==> config.mk <==
export PLATFORM = sky130hd
export DESIGN_NAME = vmask_perm_unit
export DESIGN_NICKNAME = d
export VERILOG_FILES = /design/src/rtl/vmp_pkg.sv /design/src/rtl/vmp_len_prep.sv /design/src/rtl/vmp_seq.sv /design/src/rtl/vmp_lane_path.sv /design/src/rtl/vmask_perm_unit.sv
export SDC_FILE = /design/constraint.sdc
export NUM_CORES = 1
export LEC_CHECK = 0
export BUFFER_PORTS_ARGS = -buffer_cell sky130_fd_sc_hd__buf_2
export CORE_AREA = 2 2 171 206
export CTS_CLUSTER_DIAMETER = 100
export DETAILED_ROUTE_END_ITERATION = 10
export DIE_AREA = 0 0 173 208
export PLACE_DENSITY_LB_ADDON = 0.25
export SYNTH_ARGS = -nofsm -noshare
export SYNTH_HDL_FRONTEND = slang
export SYNTH_SLANG_ARGS = --single-unit
export TNS_END_PERCENT = 100
==> constraint.sdc <==
create_clock -name clk -period 2.7 [get_ports clk]
set_clock_uncertainty 0.15 [all_clocks]
set_input_delay 0.405 -clock clk [delete_from_list [all_inputs] [get_ports clk]]
set_output_delay 0.405 -clock clk [all_outputs]
set_load 0.01 [all_outputs]
==> src/rtl/vmp_pkg.sv <==
package vmp_pkg;

  typedef enum logic {
    VMP_COMPRESS = 1'b0,
    VMP_EXPAND   = 1'b1
  } vmp_mode_e;

  typedef enum logic [1:0] {
    VMP_IDLE = 2'd0,
    VMP_RUN  = 2'd1,
    VMP_FIN  = 2'd2
  } vmp_state_e;

  // Clamp a requested length to the lane count.
  function automatic int unsigned vmp_clamp(input int unsigned req, input int unsigned mvl);
    return (req > mvl) ? mvl : req;
  endfunction

  // Steps taken by a run: one per element, at least one.
  function automatic int unsigned vmp_steps(input int unsigned len);
    return (len == 0) ? 1 : len;
  endfunction

endpackage

==> src/rtl/vmp_len_prep.sv <==
module vmp_len_prep #(
  parameter int LANES = 8,
  parameter int VLW   = 4,
  localparam int CW   = $clog2(LANES + 1)
) (
  input  logic [VLW-1:0]   vlen_req,
  input  logic [LANES-1:0] mask_raw,
  output logic [CW-1:0]    vl_eff,
  output logic [LANES-1:0] mask_eff
);
  import vmp_pkg::*;

  assign vl_eff = CW'(vmp_clamp(int'(vlen_req), LANES));

  for (genvar g = 0; g < LANES; g++) begin : g_trim
    assign mask_eff[g] = mask_raw[g] && (int'(vl_eff) > g);
  end

endmodule

==> src/rtl/vmp_seq.sv <==
module vmp_seq #(
  parameter int LANES = 8,
  localparam int CW   = $clog2(LANES + 1),
  localparam int IW   = (LANES > 1) ? $clog2(LANES) : 1
) (
  input  logic          clk,
  input  logic          rst_n,
  input  logic          start,
  input  logic [CW-1:0] vl_eff,
  output logic          accept,
  output logic          step_valid,
  output logic [IW-1:0] idx,
  output logic          last_step,
  output logic          busy,
  output logic          done,
  output logic [CW-1:0] vl_q
);
  import vmp_pkg::*;

  vmp_state_e state_q, state_d;
  logic [IW-1:0] idx_q;

  assign accept     = start && (state_q == VMP_IDLE);
  assign step_valid = (state_q == VMP_RUN);
  assign busy       = (state_q != VMP_IDLE);
  assign done       = (state_q == VMP_FIN);
  assign idx        = idx_q;
  assign last_step  = step_valid && ((vl_q == '0) || ((CW'(idx_q) + CW'(1)) == vl_q));

  always_comb begin
    state_d = state_q;
    unique case (state_q)
      VMP_IDLE: if (accept) state_d = VMP_RUN;
      VMP_RUN:  if (last_step) state_d = VMP_FIN;
      VMP_FIN:  state_d = VMP_IDLE;
      default:  state_d = VMP_IDLE;
    endcase
  end

  always_ff @(posedge clk or negedge rst_n) begin
    if (!rst_n) begin
      state_q <= VMP_IDLE;
      idx_q   <= '0;
      vl_q    <= '0;
    end else begin
      state_q <= state_d;
      if (accept) begin
        idx_q <= '0;
        vl_q  <= vl_eff;
      end else if (step_valid && !last_step) begin
        idx_q <= idx_q + IW'(1);
      end
    end
  end


  done_single_chk: assert property (@(posedge clk) disable iff (!rst_n)
    done |=> !done);


  len_hold_chk: assert property (@(posedge clk) disable iff (!rst_n)
    (busy && !done) |=> $stable(vl_q));


  run_to_fin_chk: assert property (@(posedge clk) disable iff (!rst_n)
    last_step |=> done);

endmodule

==> src/rtl/vmp_lane_path.sv <==
module vmp_lane_path #(
  parameter int LANES = 8,
  parameter int EW    = 16,
  localparam int CW   = $clog2(LANES + 1),
  localparam int IW   = (LANES > 1) ? $clog2(LANES) : 1
) (
  input  logic              clk,
  input  logic              rst_n,
  input  logic              accept,
  input  logic              mode_in,
  input  logic [LANES-1:0]  mask_in,
  input  logic [LANES*EW-1:0] src_in,
  input  logic [LANES*EW-1:0] old_in,
  input  logic              step_valid,
  input  logic [IW-1:0]     idx,
  output logic [LANES*EW-1:0] result,
  output logic [CW-1:0]     ptr,
  output logic              mode_q,
  output logic [LANES-1:0]  mask_q
);
  import vmp_pkg::*;

  logic [EW-1:0] src_q [LANES];
  logic [EW-1:0] res_q [LANES];
  logic [CW-1:0] ptr_q;
  logic          take;
  logic [IW-1:0] ptr_lane;

  assign take     = step_valid && mask_q[idx];
  assign ptr_lane = ptr_q[IW-1:0];
  assign ptr      = ptr_q;

  always_ff @(posedge clk or negedge rst_n) begin
    if (!rst_n) begin
      mode_q <= 1'b0;
      mask_q <= '0;
      ptr_q  <= '0;
      for (int i = 0; i < LANES; i++) begin
        src_q[i] <= '0;
        res_q[i] <= '0;
      end
    end else if (accept) begin
      mode_q <= mode_in;
      mask_q <= mask_in;
      ptr_q  <= '0;
      for (int i = 0; i < LANES; i++) begin
        src_q[i] <= src_in[i*EW +: EW];
        res_q[i] <= (mode_in == VMP_EXPAND) ? old_in[i*EW +: EW] : '0;
      end
    end else if (take) begin
      ptr_q <= ptr_q + CW'(1);
      if (mode_q == VMP_EXPAND) res_q[idx]      <= src_q[ptr_lane];
      else                      res_q[ptr_lane] <= src_q[idx];
    end
  end

  for (genvar g = 0; g < LANES; g++) begin : g_out
    assign result[g*EW +: EW] = res_q[g];
  end


  ptr_bound_chk: assert property (@(posedge clk) disable iff (!rst_n)
    take |-> (int'(ptr_q) < LANES));


  ptr_step_chk: assert property (@(posedge clk) disable iff (!rst_n)
    (step_valid && !take) |=> $stable(ptr_q));

endmodule

==> src/rtl/vmask_perm_unit.sv <==
module vmask_perm_unit #(
  parameter int LANES = 8,
  parameter int EW    = 16,
  parameter int VLW   = 4,
  localparam int CW   = $clog2(LANES + 1),
  localparam int IW   = (LANES > 1) ? $clog2(LANES) : 1
) (
  input  logic                clk,
  input  logic                rst_n,
  input  logic                start_i,
  input  logic                mode_i,
  input  logic [LANES-1:0]    mask_i,
  input  logic [VLW-1:0]      vlen_i,
  input  logic [LANES*EW-1:0] src_i,
  input  logic [LANES*EW-1:0] old_i,
  output logic [LANES*EW-1:0] result_o,
  output logic [CW-1:0]       count_o,
  output logic                done_o
);
  import vmp_pkg::*;

  logic [CW-1:0]    vl_eff, vl_q;
  logic [LANES-1:0] mask_eff, mask_q;
  logic             accept, step_valid, last_step, busy, mode_q;
  logic [IW-1:0]    idx;

  vmp_len_prep #(.LANES(LANES), .VLW(VLW)) u_prep (
    .vlen_req (vlen_i),
    .mask_raw (mask_i),
    .vl_eff   (vl_eff),
    .mask_eff (mask_eff)
  );

  vmp_seq #(.LANES(LANES)) u_seq (
    .clk        (clk),
    .rst_n      (rst_n),
    .start      (start_i),
    .vl_eff     (vl_eff),
    .accept     (accept),
    .step_valid (step_valid),
    .idx        (idx),
    .last_step  (last_step),
    .busy       (busy),
    .done       (done_o),
    .vl_q       (vl_q)
  );

  vmp_lane_path #(.LANES(LANES), .EW(EW)) u_path (
    .clk        (clk),
    .rst_n      (rst_n),
    .accept     (accept),
    .mode_in    (mode_i),
    .mask_in    (mask_eff),
    .src_in     (src_i),
    .old_in     (old_i),
    .step_valid (step_valid),
    .idx        (idx),
    .result     (result_o),
    .ptr        (count_o),
    .mode_q     (mode_q),
    .mask_q     (mask_q)
  );


  len_clamp_chk: assert property (@(posedge clk) disable iff (!rst_n)
    busy |-> (int'(vl_q) <= LANES));


  mask_trim_chk: assert property (@(posedge clk) disable iff (!rst_n)
    busy |-> ((mask_q >> vl_q) == '0));


  mode_hold_chk: assert property (@(posedge clk) disable iff (!rst_n)
    (busy && !done_o) |=> $stable(mode_q) && $stable(mask_q));


  done_count_chk: assert property (@(posedge clk) disable iff (!rst_n)
    done_o |-> (int'(count_o) == $countones(mask_q)));

  for (genvar g = 0; g < LANES; g++) begin : g_zero

    upper_zero_chk: assert property (@(posedge clk) disable iff (!rst_n)
      (done_o && (mode_q == VMP_COMPRESS) && (int'(count_o) <= g))
        |-> (result_o[g*EW +: EW] == '0));
  end

endmodule

Yosys cells after proc, flatten, opt, wreduce, memory -nomap -nowiden --
Cells that the tools add are included.
Storage, ports and cells: register bits 278, input port bits 272, output and inout port bits 133, word-level logic and storage cells 100
Operators by class: add/sub/neg operators 3, magnitude comparators 14, equality and inequality tests 5, mux-type cells 33, bitwise logic cells 2, reductions and logical operators 21
Operators with widths (count):
- two-way mux 128 bit | 3
- bitwise mux 128 bit | 2
- two-way mux 16 bit | 14
- binary-select mux 16 bit (select 3 bit) | 2
- demux 16 bit (select 3 bit) | 2
- > comparator 4 x 3 -> 1 bit (second input constant) | 4
- logical AND 1 bit | 14
- two-way mux 4 bit | 3
- greater-or-equal comparator 4 bit (second input constant) | 2
- > comparator 4 x 1 -> 1 bit (second input constant) | 2
- > comparator 4 x 2 -> 1 bit (second input constant) | 2
- less-than comparator 4 x 1 -> 1 bit (second input constant) | 2
- NOT 3 -> 4 bit | 2
- two-way mux 3 bit | 2
- adder 3 x 1 -> 4 bit (second input constant) | 1
- adder 4 x 1 -> 4 bit (second input constant) | 1
- equality test 4 bit | 1
- > comparator 4 bit (second input constant) | 1
- logical NOT 4 bit | 1
- less-than comparator 3 x 4 -> 1 bit (second input constant) | 1
- two-way mux 2 bit | 2
- inequality test 2 bit (second input constant) | 2
- one-hot mux 2 bit (2 select lines) | 1
- nonzero test 2 bit | 2
- 9 further kinds | 9

Depth between registers and ports, before layout --
depth in word-level cells 9, depth in mapped cells 9, depth with buffers taken out 6

Cells and area by module --
From an unflattened synthesis, not the netlist that was laid out.
Unflattened totals: cells, all modules 1299, area total of the unflattened synthesis 14744.1 sq um
Modules (own cells, without submodules):
- vmp_lane_path | times used 1, cells an instance 1239, area an instance 14117.3 sq um, seq. area each 6731.5 sq um
- vmp_seq | times used 1, cells an instance 42, area an instance 505.5 sq um, seq. area each 225.2 sq um
- vmp_len_prep | times used 1, cells an instance 18, area an instance 121.4 sq um, seq. area each 0.0 sq um

Worst setup path before layout --
No wires, ideal clock.
path kind register -> register, start reg u_path.ptr_q[1], in the netlist u_path.ptr[1], end reg u_path.res_q, in the netlist u_path.result[121], library setup time 125 ps, data arrival time 2088 ps, required time 2425 ps, path slack 337 ps, cell stages (with the launch flop) 7, buffers on the path 1, period minus slack after synthesis 2363 ps, cell sequence dfrtp_1 -> buf_6 -> mux2_4 -> a22o_1 -> a311o_4 -> a221o_1 -> mux2_2
On the way: cells in the longest elaborated chain, start to end 9, elaborated cells between the ends (all ways) 14, classes of those cells 2 x order compare; 10 x mux; 1 x bitwise; 1 x reduce/logical
RTL lines:
- from (decl) | RTL line vmp_lane_path.sv:25 | logic [CW-1:0] ptr_q;
- from (signal assigned) | RTL line vmp_lane_path.sv:51 | ptr_q <= ptr_q + CW'(1);
- NOT 3 -> 4 bit (implied by the code) (*) | RTL line vmp_lane_path.sv:52, vmp_lane_path.sv:53
- greater-or-equal comparator 4 bit (implied by the code) / less-than comparator 4 x 1 -> 1 bit (equally long branches) | RTL line vmp_lane_path.sv:53 | else res_q[ptr_lane] <= src_q[idx];
- logical AND 1 bit (implied by the code) | RTL line vmp_lane_path.sv:53
- two-way mux 16 bit (implied by the code) | RTL line vmp_lane_path.sv:53
- demux 16 bit (select 3 bit) | RTL line vmp_lane_path.sv:53
- bitwise mux 128 bit | RTL line vmp_lane_path.sv:53
- two-way mux 128 bit (*) | RTL line vmp_lane_path.sv:52 | if (mode_q == VMP_EXPAND) res_q[idx] <= src_q[ptr_lane];
- two-way mux 128 bit (*) | RTL line vmp_lane_path.sv:50 | end else if (take) begin
- two-way mux 128 bit (*) | RTL line vmp_lane_path.sv:42 | end else if (accept) begin
- to (signal, indexed assignment) | RTL line vmp_lane_path.sv:48 | res_q[i] <= (mode_in == VMP_EXPAND) ? old_in[i*EW +: EW] : '0;
- to (signal, indexed assignment) | RTL line vmp_lane_path.sv:52
- to (signal, indexed assignment) | RTL line vmp_lane_path.sv:53
- to (decl) | RTL line vmp_lane_path.sv:24 | logic [EW-1:0] res_q [LANES];
Mark *: on every way between the ends. The rest lies on a longest branch, timed or not. The select of a mux whose other input is x is not followed. A chain may end at the register's enable or synchronous reset.

Worst setup path after layout --
start reg u_seq.idx_q[2], in the netlist u_seq.idx[2], end reg u_path.res_q, in the netlist u_path.result[22]
On the way: cells in the longest elaborated chain, start to end 9, elaborated cells between the ends (all ways) 18, classes of those cells 2 x order compare; 12 x mux; 1 x bitwise; 3 x reduce/logical
RTL lines:
- from (decl) | RTL line vmp_seq.sv:21 | logic [IW-1:0] idx_q;
- from (signal assigned) | RTL line vmp_seq.sv:51 | idx_q <= idx_q + IW'(1);
- NOT 3 -> 4 bit (implied by the code) | RTL line vmp_lane_path.sv:52, vmp_lane_path.sv:53
- greater-or-equal comparator 4 bit (implied by the code) / less-than comparator 4 x 1 -> 1 bit (equally long branches) | RTL line vmp_lane_path.sv:52
- logical AND 1 bit (implied by the code) | RTL line vmp_lane_path.sv:52
- two-way mux 16 bit (implied by the code) | RTL line vmp_lane_path.sv:52
- demux 16 bit (select 3 bit) | RTL line vmp_lane_path.sv:52
- bitwise mux 128 bit | RTL line vmp_lane_path.sv:52
- two-way mux 128 bit | RTL line vmp_lane_path.sv:52
- two-way mux 128 bit | RTL line vmp_lane_path.sv:50
- two-way mux 128 bit | RTL line vmp_lane_path.sv:42
Parallel ways exist; a longest one is shown, timed or not. The select of a mux whose other input is x is not followed.

==> run summary <==
Final-layout fill cell count - 2,910
Worst-Margin Slew - 1.153 ns
Seq/Total Area, Yosys - 0.4610
Crit path arrival time - 2.85 ns
Tmin final - 2.588 ns
P&R area growth vs syn - 35.47%
DRC - 0
Register bit count reported by yosys - 278
Ys async rst share - 1.000
Unique cell type count in the Yosys netlist - 62
Pleak - 10.39 nW
Total track usage - 0.3146
IO Pins - 405
TritonRoute pass-1 iters - 6
Post-CTS Setup Bufs - 0
Warnings, synthesis - 0
Number of CTS-inserted buffers - 29
Synthesized area - 0.01509 mm^2
CP Launch Type - flop
Clock sinks - 278
Nets - 2,333
WP data required - 2.96 ns
Cells after synthesis - 1,519
Worst-Skew Late Latency - 0.56 ns
Die ar. - 0.03598 mm^2
Slew HR - 0.2314
Syn Nets - 1,793
Hold Path Depth - 4
Fmax - 0.3864 GHz
Pwr per Cell Area - 1105 mW/mm^2
R2R depth - 7
Detailed-route wire length - 58.09 mm
Routed Antenna Nets - 0
Final-report hold violation count - 0
Syn_area_per_cell - 9.935 um^2
Worst Hold Endpoint - u_path.result[60]
Die W - 173 um
Final Setup Violations - 0
H-tree depth - 1
Leading area contributor after synthesis - dfrtp_1
First-pass GRT wire length - 87.35 mm
MaxCap Viol Count - 0
TritonCTS clock tree - done
Clock Pin Slew Worst Setup and Hold Paths - 0.06 ns
CORE AREA - 0.03389 mm^2
Unrepaired setup endpoints after global routing - false
Hold WS - 0.02000 ns
Routed vias - 14,470
Initial antenna violation count - 3
Grt total ovfl - 0
Setup TNS - 0 ns
Hpwl dp - 41.64 mm
Row cnt - 74
Outcome - complete, no violations
Crit end category - flop
RR Endpoint - u_path.result[22]
IO Port Bufs - 404
Drt via density - 5.690
Reg2Reg Setup Slack - 0.11 ns
Min-Delay Path Class - in -> reg
Clk buf depth - 3
Top-area cell type share of the netlist area - 0.4610
Reg2Reg Launch Point - u_seq.idx[2]
WS Path Type - reg -> reg
Synth top area cells - dfrtp_1 46%, nand2_1 13%, mux2_2 9.1%, mux4_2 4.8%, mux2i_1 3.6%
Vias in the first global route - 14,650
Crit-path max FO - 15
Largest net degree at the start of global routing - 140
Predominant post-synthesis flop cell - dfrtp_1
Overall Power - 22.59 mW
Starting Density - 0.4453
Worst IR Drop VDD - 498.5 uV
DR iter-0 viols - 1,218
Drt wl/cell - 22.85 um
Placer congestion estimate - 0.9267
Layout cell share with drive strength beyond 1 - 0.3465
Final Cycle Share - 0.9584
EDFF count, synth - 0
Final slew viol count - 0
Hold_sp - old_i[60]
Root buffer cell - clkbuf_16
Die Y - 208 um
[placed cells by master (no fill, tap or decap), types with 8 or more instances in the layout]
master / netlist / layout
a22oi_1: 62 / 62
dlygate4sd3_1: 0 / 140
mux2i_1: 55 / 55
a221o_1: 26 / 26
a221oi_1: 8 / 8
clkbuf_16: 0 / 29
nor2_1: 20 / 20
nand3_1: 16 / 16
and3_1: 26 / 26
mux4_2: 32 / 32
o21ai_0: 34 / 34
buf_4: 9 / 61
buf_2: 21 / 403
a222oi_1: 24 / 24
nand2_1: 520 / 520
inv_1: 31 / 31
buf_12: 0 / 21
clkbuf_8: 0 / 9
a22o_1: 11 / 11
o221ai_1: 33 / 33
mux2_2: 122 / 122
dfrtp_1: 278 / 274
[worst max path at each step]
| stage | startpoint | to | depth (start not counted) |
|---|---|---|---|
| after floorplan | u_path.ptr[1] | u_path.result[121] | 6 |
| after global placement | start_i | u_path.result[116] | 6 |
| after detailed placement | u_seq.idx[2] | u_path.result[22] | 7 |
| after CTS | u_seq.idx[2] | u_path.result[22] | 7 |
| after global routing | u_seq.idx[1] | u_path.result[28] | 8 |
| final | u_seq.idx[2] | u_path.result[22] | 7 |
[repair_timing]
action | in CTS | in global routing
setup endpoints to repair | 0 | 26
resized for setup | 0 | 3
hold endpoints to repair | 203 | 0
hold buffers | 140 | 0
[synthesized netlist by cell type (all sizes together), types with 6 or more instances]
cell type,n
nand2,520
dfrtp,278
mux2,130
clkbuf,70
a22oi,63
mux2i,56
buf,48
o21ai,38
o221ai,33
mux4,32
inv,31
a221o,26
and3,26
a222oi,24
nor2,20
nand3,16
a21oi,12
a22o,11
a221oi,10
nor2b,9
nor3b,6
[cell families after synthesis]
logic type	after synthesis	share of synthesized area
compound gates	252	0.1379
xor+xnor	5	0.002902
fa+ha+maj	2	0.001658
buf+inv	150	0.04825
flops	278	0.4610
mux	218	0.1830
simple gates	614	0.1653
[flip-flops by register name, indices dropped and copies added (netlist names)]
| name | flops |
|---|---|
| u_path.mask_q | 8 |
| u_path.src_q | 128 |
| u_seq.vl_q | 4 |
| u_seq.state_q | 2 |
| u_seq.idx | 3 |
| u_path.ptr | 4 |
| u_path.mode_q | 1 |
| u_path.result | 128 |
[final cells by class]
cell class | instances | area (um^2) | share of cell area
Timing Repair Buffer | 627 | 4323 | 0.2115
Tap cell | 456 | 570.5 | 0.02791
Inverter | 32 | 120.1 | 0.005875
Sequential cell | 278 | 6962 | 0.3405
Multi-Input combinational cell | 1091 | 7421 | 0.3630
Clock inverter | 12 | 173.9 | 0.008507
Antenna cell | 5 | 12.51 | 0.0006120
Clock buffer | 41 | 860.8 | 0.04211
[per-stage QoR]
stage	util	std cells	instance area [um^2]	worst slack [ns]
global placement	0.5308	2344	17990	0.1938
global route	0.6031	2540	20440	0.01631
floorplan	-	1519	15090	0.3373
finish	0.6033	2542	20440	0.1123
detailed placement	0.5308	2344	17990	0.1413
CTS	0.6026	2537	20420	0.1104
[critical path: stages (launching register included)]
cell,delay [ns]
dfrtp_2,0.47
buf_4,0.27
mux2_2,0.37
a221oi_1,0.25
o22ai_1,0.23
buf_4,0.25
a222oi_1,0.30
mux2i_1,0.14
[metal layers]
metal	wire [um]	GRT usage
met1	22760	0.3845
met2	28160	0.5371
met3	4041	0.05556
met4	3128	0.1546
met5	0	0
[report_power, final]
group | internal [mW] | total, mW | switching [mW]
Sequential | 5.85 | 7.25 | 1.40
Clock | 2.60 | 4.36 | 1.76
Combinational | 4.62 | 11.0 | 6.36
Total | 13.1 | 22.6 | 9.52
Note: power is estimated with default switching activity, not from simulation.
